`src/rtl/dacq_pkg.sv`:
```
package dacq_pkg;

  localparam int unsigned WORD_W = 16;
  localparam int unsigned CODE_W = 10;
  localparam int unsigned PAY_W  = 12;

  typedef enum logic [2:0] {
    REQ_SET_REF    = 3'd0,
    REQ_WR_A       = 3'd1,
    REQ_WR_B       = 3'd2,
    REQ_WR_BOTH    = 3'd3,
    REQ_POWER_DOWN = 3'd4
  } req_kind_e;

  localparam logic [1:0] SEL_B_AND_BUF = 2'b00;
  localparam logic [1:0] SEL_BUF_ONLY  = 2'b01;
  localparam logic [1:0] SEL_A_UPDATE  = 2'b10;
  localparam logic [1:0] SEL_CONTROL   = 2'b11;

  // Round a nanosecond minimum up to whole clock cycles, never below one.
  function automatic int unsigned ns_to_cyc(input int unsigned ns, input int unsigned period);
    int unsigned c;
    c = (ns + period - 1) / period;
    return (c == 0) ? 1 : c;
  endfunction

  function automatic int unsigned max2(input int unsigned a, input int unsigned b);
    return (a > b) ? a : b;
  endfunction

  // Select high bit at 15, select low bit at 12.
  function automatic logic [WORD_W-1:0] pack_word(input logic [1:0] sel, input logic fast,
                                                  input logic pd, input logic [PAY_W-1:0] pay);
    return {sel[1], fast, pd, sel[0], pay};
  endfunction

  function automatic logic [PAY_W-1:0] code_payload(input logic [CODE_W-1:0] code);
    return {code, {(PAY_W-CODE_W){1'b0}}};
  endfunction

  function automatic logic [PAY_W-1:0] ref_payload(input logic [1:0] rsel);
    return {{(PAY_W-2){1'b0}}, rsel};
  endfunction

endpackage

```
`src/rtl/dacq_cmd_expand.sv`:
```
module dacq_cmd_expand
  import dacq_pkg::*;
(
  input  logic [2:0]        kind_i,
  input  logic [CODE_W-1:0] code_a_i,
  input  logic [CODE_W-1:0] code_b_i,
  input  logic [1:0]        ref_i,
  input  logic              fast_i,
  output logic [WORD_W-1:0] word0_o,
  output logic [WORD_W-1:0] word1_o,
  output logic [1:0]        nwords_o
);

  always_comb begin
    word0_o  = '0;
    word1_o  = '0;
    nwords_o = 2'd0;
    case (kind_i)
      REQ_SET_REF: begin
        word0_o  = pack_word(SEL_CONTROL, fast_i, 1'b0, ref_payload(ref_i));
        nwords_o = 2'd1;
      end
      REQ_WR_A: begin
        word0_o  = pack_word(SEL_A_UPDATE, fast_i, 1'b0, code_payload(code_a_i));
        nwords_o = 2'd1;
      end
      REQ_WR_B: begin
        word0_o  = pack_word(SEL_B_AND_BUF, fast_i, 1'b0, code_payload(code_b_i));
        nwords_o = 2'd1;
      end
      REQ_WR_BOTH: begin
        // buffer first, then channel A with the simultaneous update
        word0_o  = pack_word(SEL_BUF_ONLY, fast_i, 1'b0, code_payload(code_b_i));
        word1_o  = pack_word(SEL_A_UPDATE, fast_i, 1'b0, code_payload(code_a_i));
        nwords_o = 2'd2;
      end
      REQ_POWER_DOWN: begin
        word0_o  = pack_word(SEL_CONTROL, fast_i, 1'b1, ref_payload(ref_i));
        nwords_o = 2'd1;
      end
      default: nwords_o = 2'd0;
    endcase
  end

endmodule

```
`src/rtl/dacq_frame_shifter.sv`:
```
module dacq_frame_shifter
  import dacq_pkg::*;
#(
  parameter int unsigned CLK_PERIOD_NS = 10,
  parameter int unsigned T_CSS_NS      = 10,
  parameter int unsigned T_HIGH_NS     = 25,
  parameter int unsigned T_LOW_NS      = 25,
  parameter int unsigned T_SETUP_NS    = 10,
  parameter int unsigned T_HOLD_NS     = 5,
  parameter int unsigned T_CSH_NS      = 10
) (
  input  logic              clk,
  input  logic              rst_n,
  input  logic              start_i,
  input  logic [WORD_W-1:0] word_i,
  output logic              busy_o,
  output logic              csn_o,
  output logic              sclk_o,
  output logic              sdo_o,
  output logic              fall_o
);

  localparam int unsigned CSS_CYC = ns_to_cyc(T_CSS_NS, CLK_PERIOD_NS);
  localparam int unsigned HI_CYC  = ns_to_cyc(T_HIGH_NS, CLK_PERIOD_NS);
  localparam int unsigned LO_CYC  = ns_to_cyc(T_LOW_NS, CLK_PERIOD_NS);
  localparam int unsigned SU_CYC  = ns_to_cyc(T_SETUP_NS, CLK_PERIOD_NS);
  localparam int unsigned HD_CYC  = ns_to_cyc(T_HOLD_NS, CLK_PERIOD_NS);
  localparam int unsigned CSH_CYC = ns_to_cyc(T_CSH_NS, CLK_PERIOD_NS);
  localparam int unsigned HI_PH   = max2(HI_CYC, SU_CYC);
  localparam int unsigned LO_PH   = max2(LO_CYC, HD_CYC);
  localparam int unsigned TAIL_PH = max2(LO_PH, CSH_CYC);
  localparam int unsigned GAP_PH  = HI_PH + LO_PH;
  localparam int unsigned TOP_PH  = max2(max2(GAP_PH, TAIL_PH), CSS_CYC);
  localparam int unsigned CW      = $clog2(TOP_PH + 1);
  localparam int unsigned BW      = $clog2(WORD_W);
  localparam logic [BW:0] FALLS_PER_WORD = (BW+1)'(WORD_W);

  typedef enum logic [2:0] {SH_IDLE, SH_LEAD, SH_HIGH, SH_LOW, SH_TAIL, SH_GAP} sh_state_e;

  sh_state_e         state_q;
  logic [CW-1:0]     cnt_q;
  logic [WORD_W-1:0] sh_q;
  logic [BW-1:0]     bidx_q;
  logic              cnt_zero;

  assign cnt_zero = (cnt_q == '0);

  always_ff @(posedge clk or negedge rst_n) begin
    if (!rst_n) begin
      state_q <= SH_IDLE;
      cnt_q   <= '0;
      sh_q    <= '0;
      bidx_q  <= '0;
    end else begin
      case (state_q)
        SH_IDLE: if (start_i) begin
          state_q <= SH_LEAD;
          cnt_q   <= CW'(CSS_CYC - 1);
          sh_q    <= word_i;
          bidx_q  <= BW'(WORD_W - 1);
        end
        SH_LEAD: if (cnt_zero) begin
          state_q <= SH_HIGH;
          cnt_q   <= CW'(HI_PH - 1);
        end else cnt_q <= cnt_q - 1'b1;
        SH_HIGH: if (cnt_zero) begin
          if (bidx_q == '0) begin
            state_q <= SH_TAIL;
            cnt_q   <= CW'(TAIL_PH - 1);
          end else begin
            state_q <= SH_LOW;
            cnt_q   <= CW'(LO_PH - 1);
          end
        end else cnt_q <= cnt_q - 1'b1;
        SH_LOW: if (cnt_zero) begin
          state_q <= SH_HIGH;
          cnt_q   <= CW'(HI_PH - 1);
          sh_q    <= {sh_q[WORD_W-2:0], 1'b0};
          bidx_q  <= bidx_q - 1'b1;
        end else cnt_q <= cnt_q - 1'b1;
        SH_TAIL: if (cnt_zero) begin
          state_q <= SH_GAP;
          cnt_q   <= CW'(GAP_PH - 1);
        end else cnt_q <= cnt_q - 1'b1;
        SH_GAP: if (cnt_zero) state_q <= SH_IDLE;
                else cnt_q <= cnt_q - 1'b1;
        default: state_q <= SH_IDLE;
      endcase
    end
  end

  assign busy_o = (state_q != SH_IDLE);
  assign csn_o  = !((state_q == SH_LEAD) || (state_q == SH_HIGH) ||
                    (state_q == SH_LOW)  || (state_q == SH_TAIL));
  assign sclk_o = (state_q == SH_HIGH);
  assign sdo_o  = csn_o ? 1'b0 : sh_q[WORD_W-1];
  assign fall_o = (state_q == SH_HIGH) && cnt_zero;

  // Pin-level observers feeding the assertions below.
  logic [CW-1:0] hi_run_q;
  logic [CW-1:0] since_fall_q;
  logic [BW:0]   falls_q;
  logic          sclk_d_q;

  always_ff @(posedge clk or negedge rst_n) begin
    if (!rst_n) begin
      hi_run_q     <= '0;
      since_fall_q <= '0;
      falls_q      <= '0;
      sclk_d_q     <= 1'b0;
    end else begin
      sclk_d_q <= sclk_o;
      hi_run_q <= sclk_o ? hi_run_q + 1'b1 : '0;
      if (sclk_d_q && !sclk_o)          since_fall_q <= CW'(1);
      else if (since_fall_q != '1)      since_fall_q <= since_fall_q + 1'b1;
      if (csn_o)                        falls_q <= '0;
      else if (sclk_d_q && !sclk_o)     falls_q <= falls_q + 1'b1;
    end
  end

  p_sclk_needs_cs_r5: assert property (@(posedge clk) disable iff (!rst_n)
    csn_o |-> !sclk_o);
  p_sdo_steady_high_r4: assert property (@(posedge clk) disable iff (!rst_n)
    (sclk_o && $past(sclk_o)) |-> $stable(sdo_o));
  p_sdo_hold_r4: assert property (@(posedge clk) disable iff (!rst_n)
    $fell(sclk_o) |-> $stable(sdo_o));
  p_high_width_r3: assert property (@(posedge clk) disable iff (!rst_n)
    $fell(sclk_o) |-> (hi_run_q >= CW'(HI_CYC)));
  p_tail_wait_r6: assert property (@(posedge clk) disable iff (!rst_n)
    $rose(csn_o) |-> (since_fall_q >= CW'(CSH_CYC)));
  p_sixteen_falls_r2: assert property (@(posedge clk) disable iff (!rst_n)
    $rose(csn_o) |-> ((falls_q + (sclk_d_q && !sclk_o)) == FALLS_PER_WORD));

endmodule

```
`src/rtl/dacq_host_seq.sv`:
```
module dacq_host_seq
  import dacq_pkg::*;
#(
  parameter int unsigned CLK_PERIOD_NS = 10,
  parameter int unsigned T_CSS_NS      = 10,
  parameter int unsigned T_HIGH_NS     = 25,
  parameter int unsigned T_LOW_NS      = 25,
  parameter int unsigned T_SETUP_NS    = 10,
  parameter int unsigned T_HOLD_NS     = 5,
  parameter int unsigned T_CSH_NS      = 10
) (
  input  logic              clk,
  input  logic              rst_n,
  input  logic              req_valid,
  output logic              req_ready,
  input  logic [2:0]        req_kind,
  input  logic [CODE_W-1:0] req_code_a,
  input  logic [CODE_W-1:0] req_code_b,
  input  logic [1:0]        req_ref,
  input  logic              req_fast,
  output logic              spi_csn,
  output logic              spi_sclk,
  output logic              spi_sdo
);

  logic [WORD_W-1:0] exp_w0, exp_w1;
  logic [1:0]        exp_n;
  logic [WORD_W-1:0] words_q [2];
  logic [1:0]        left_q;
  logic              idx_q;
  logic              rdy_q;
  logic              start_q;
  logic [WORD_W-1:0] cur_word_q;
  logic              sh_busy;
  logic              sh_fall;
  logic              accept;

  dacq_cmd_expand u_expand (
    .kind_i   (req_kind),
    .code_a_i (req_code_a),
    .code_b_i (req_code_b),
    .ref_i    (req_ref),
    .fast_i   (req_fast),
    .word0_o  (exp_w0),
    .word1_o  (exp_w1),
    .nwords_o (exp_n)
  );

  assign accept = req_valid && rdy_q;

  always_ff @(posedge clk or negedge rst_n) begin
    if (!rst_n) begin
      rdy_q      <= 1'b1;
      words_q[0] <= '0;
      words_q[1] <= '0;
      left_q     <= '0;
      idx_q      <= 1'b0;
      start_q    <= 1'b0;
      cur_word_q <= '0;
    end else begin
      start_q <= 1'b0;
      if (accept) begin
        rdy_q      <= 1'b0;
        words_q[0] <= exp_w0;
        words_q[1] <= exp_w1;
        left_q     <= exp_n;
        idx_q      <= 1'b0;
      end else if (!rdy_q && !start_q && !sh_busy) begin
        if (left_q != '0) begin
          start_q    <= 1'b1;
          cur_word_q <= words_q[idx_q];
          idx_q      <= 1'b1;
          left_q     <= left_q - 1'b1;
        end else begin
          rdy_q <= 1'b1;
        end
      end
    end
  end

  assign req_ready = rdy_q;

  dacq_frame_shifter #(
    .CLK_PERIOD_NS (CLK_PERIOD_NS),
    .T_CSS_NS      (T_CSS_NS),
    .T_HIGH_NS     (T_HIGH_NS),
    .T_LOW_NS      (T_LOW_NS),
    .T_SETUP_NS    (T_SETUP_NS),
    .T_HOLD_NS     (T_HOLD_NS),
    .T_CSH_NS      (T_CSH_NS)
  ) u_shift (
    .clk     (clk),
    .rst_n   (rst_n),
    .start_i (start_q),
    .word_i  (cur_word_q),
    .busy_o  (sh_busy),
    .csn_o   (spi_csn),
    .sclk_o  (spi_sclk),
    .sdo_o   (spi_sdo),
    .fall_o  (sh_fall)
  );

  p_accept_drops_ready_r12: assert property (@(posedge clk) disable iff (!rst_n)
    (req_valid && req_ready) |=> !req_ready);
  p_ready_port_idle_r12: assert property (@(posedge clk) disable iff (!rst_n)
    req_ready |-> (spi_csn && !spi_sclk && !sh_busy));
  p_unknown_quiet_r13: assert property (@(posedge clk) disable iff (!rst_n)
    (req_valid && req_ready && (req_kind > 3'd4)) |=> (spi_csn && !start_q));
  p_fall_only_low_cs_r5: assert property (@(posedge clk) disable iff (!rst_n)
    sh_fall |-> !spi_csn);

endmodule

```
`config.mk`:
```
export PLATFORM = sky130hd
export DESIGN_NAME = dacq_host_seq
export DESIGN_NICKNAME = d
export VERILOG_FILES = /design/src/rtl/dacq_pkg.sv /design/src/rtl/dacq_cmd_expand.sv /design/src/rtl/dacq_frame_shifter.sv /design/src/rtl/dacq_host_seq.sv
export SDC_FILE = /design/constraint.sdc
export NUM_CORES = 1
export LEC_CHECK = 0
export ABC_AREA = 1
export BUFFER_PORTS_ARGS = -buffer_cell sky130_fd_sc_hd__buf_2
export CORE_ASPECT_RATIO = 0.75
export CORE_MARGIN = 5
export CORE_UTILIZATION = 41
export DETAILED_ROUTE_END_ITERATION = 10
export PLACE_DENSITY_LB_ADDON = 0.15
export SYNTH_ARGS = -nofsm -noshare
export SYNTH_HDL_FRONTEND = slang
export SYNTH_SLANG_ARGS = --single-unit
```
`constraint.sdc`:
```
create_clock -name clk -period 1.9 [get_ports clk]
set_input_delay 0.19 -clock clk [delete_from_list [all_inputs] [get_ports clk]]
set_output_delay 0.19 -clock clk [all_outputs]
set_load 0.02 [all_outputs]
```
==> flow_summary.ini <==
[route]
antenna_left = 0
wl_per_cell_um = 12.5
vias = 3022
drc = 0
drtIter0Drc = 201
first_pass_iters = 6
routed_wl_um = 7920
via_per_inst = 4.78

[global_route]
grt_max_degree = 41
grt_pass1_vias = 2910
overflow = 0
antenna_found_initial = 0
grt_usage_pct = 15.8
grt_pass1_wl_um = 13900

[timing]
min_period_ns = 1.81
final_max_slew_viol_count = 0
rsz0062_at_grt = no
worst_slew_pin_slew_ns = 0.492
hold_violations = 0
finalCritPeriodShare_pct = 95.0
setup_viol = 0
relSlewSlack_pct = 67.1
fin_skew_ns = 0.00861
setup_ws_ns = 0.0946
setup_tns_ns = 0
fmax_ghz = 0.554

[clock_network]
tritoncts = built
clk_pin_slew_ns = 0.06
root_buffer = clkbuf_16
cts-buffers-inserted = 9
clk_latency_ns = 0.34
htree_levels = 3
post-cts-setup-buffers = 0
clockBufferDepth = 2
cts.sinks = 75

[cells_and_area]
multi_input_area_um2 = 1510
layout_commonest_cell = nand2_1
fillers = 912
regArea_um2 = 1880
final_cell_mix = nand2_1, dfrtp_1, inv_1
syn2layout_area_growth_pct = 15.0
antennaDiodeCount = 0
layout-drive-gt1-share_pct = 13.1
nets = 548

[place]
pre_cts_slack_ns = 0.209
gp_congestion = 0.792
portBuffers = 32
dpl.hpwl_um = 5430

[yosys]
synth.avg_cell_area_um2 = 7.66
synthCells = 482
yosysWarnings = 0
synth-edff-count = 0
synth_cell_types = 28
ys_ff_latch = 75
netlist_area_um2 = 3690
syn_nets = 515
synth_ff_type = dfrtp_1
synthArstFlopShare_pct = 100
ys_seq_area_share_pct = 50.9

[pwr]
peakVddDrop_mv = 0.389
p_int_uw = 2560
p_sw_uw = 726
seq_power_share_pct = 48.7
p_leak_uw = 0.00234
pwr-share-comb_pct = 3.0
clockPowerShare_pct = 48.3
switching_share_pct = 22.1
p_per_area_nw_per_um2 = 773
power_uw = 3280

[floorplanning]
row_count = 30
pin_count = 33
die_h_um = 92.2
start_util_pct = 41.3
die_w_um = 120
die-area_um2 = 11000
core_um2 = 8930

[setup_path]
worstSetupEndpointType = primary output
startpoint = u_shift.state_q[1]
path_cells = inv_1, nand2_1, nor2_1, nor2_1, nor2_1, buf_2
r2r_start = u_shift.cnt_q[0]
start_kind = flip-flop
critical_path_class = flip-flop to primary output
slowest_delay_ns = 0.41
critPathMaxFanout = 4
required_ns = 1.71
crit_buf_inv = 2
crit_arrival_ns = 1.62
crit_top_cell = nor2_1
cp_top_family = simple AND/OR/NAND/NOR gates
critical_path.slowest_cell = dfrtp_1

[status]
status = finished clean

[hold_path]
min_from = req_ref[1]
min_path_type = input pin to flip-flop

[flow_run]
maxCapViolations = 0
final timing paths:
path | end | slack (ns) | cells after the start
max | spi_sdo | 0.09 | 6
min | words_q[17] | 0.10 | 3
max reg2reg | u_shift.sh_q[5] | 0.21 | 10
min reg2reg | words_q[31] | 0.48 | 2
max in group asynchronous | cur_word_q[8] | 0.95 | 3
min in group asynchronous | u_shift.state_q[0] | 0.35 | 2
through the flow:
step | hold slack, ns | area, um2 | instances | util [%]
2_1_floorplan | -0.106 | 3690 | 482 | -
3_3_place_gp | 0.193 | 3950 | 615 | 44.2
3_5_place_dp | 0.194 | 3950 | 615 | 44.2
4_1_cts | 0.0871 | 4240 | 632 | 47.5
5_1_grt | 0.102 | 4240 | 632 | 47.5
6_report | 0.100 | 4240 | 632 | 47.5
synth_stat cells (2+ instances only):
master,instances,area share (%)
inv_2,3,0.31
clkbuf_1,7,0.71
ha_1,4,1.4
o22ai_1,11,1.9
nor2_1,13,1.3
nand2_4,2,0.61
buf_2,6,0.81
buf_6,4,1.2
a21oi_1,2,0.27
nand2_2,3,0.51
nand3_1,21,2.8
inv_1,46,4.7
dfrtp_1,74,50
o21ai_0,38,5.2
o21ai_1,18,2.4
nand2_1,218,22
layer usage:
metal,GRT usage [%],wire (um),vias to the layer above
met3,4.62,393,10
met4,5.15,112,0
met2,22.5,3200,58
met1,23.0,4210,1381
li1,-,-,1573
met5,0,0,-
cell type report:
type / count / area share [%]
clock inverters: 5 / 0.914
inverters: 51 / 4.63
clock buffers: 11 / 5.72
repair buffers: 40 / 5.60
well taps: 112 / 3.30
flip-flops and latches: 75 / 44.3
multi-input cells: 338 / 35.6
cells by family (layout without fill, tap and decap cells):
group	after synthesis	count (layout)	synth area share (%)
AOI/OAI and AO/OA	72	72	10.4
xor gates and xnor gates	1	1	0.237
adders and majority gates	4	4	1.36
buffers and inverters	69	107	8.17
DFF	75	75	50.9
and+or+nand+nor	261	261	29.0
flip-flops by register name, summed over array words and instances, names as in the netlist:
register	flops
u_shift.state_q	3
left_q	2
start_q	1
u_shift.cnt_q	3
u_shift.bidx_q	4
cur_word_q	16
idx_q	1
words_q	28
req_ready	1
u_shift.sh_q	16
repair_timing:
item                      in CTS  in global routing
hold buffers                   1                  0
gates resized for setup        0                  0
hold endpoints to repair      34                  0
tightest hold or removal path, stage by stage:
cell,delay (ns)
buf_2,0.09
nand3_1,0.07
nand2_1,0.05
power groups by stage:
| stage | registers (uW) | logic [uW] | clock network [uW] |
|---|---|---|---|
| 4_1_cts | 1600 | 103 | 1640 |
| 3_3_place_gp | 1630 | 101 | 0 |
| 6_report | 1600 | 99.4 | 1590 |
| 5_1_grt | 1600 | 117 | 1720 |
| 2_1_floorplan | 1630 | 26.2 | 0 |
| 3_5_place_dp | 1630 | 102 | 0 |
No activity file was read; power rests on OpenSTA's default activity.
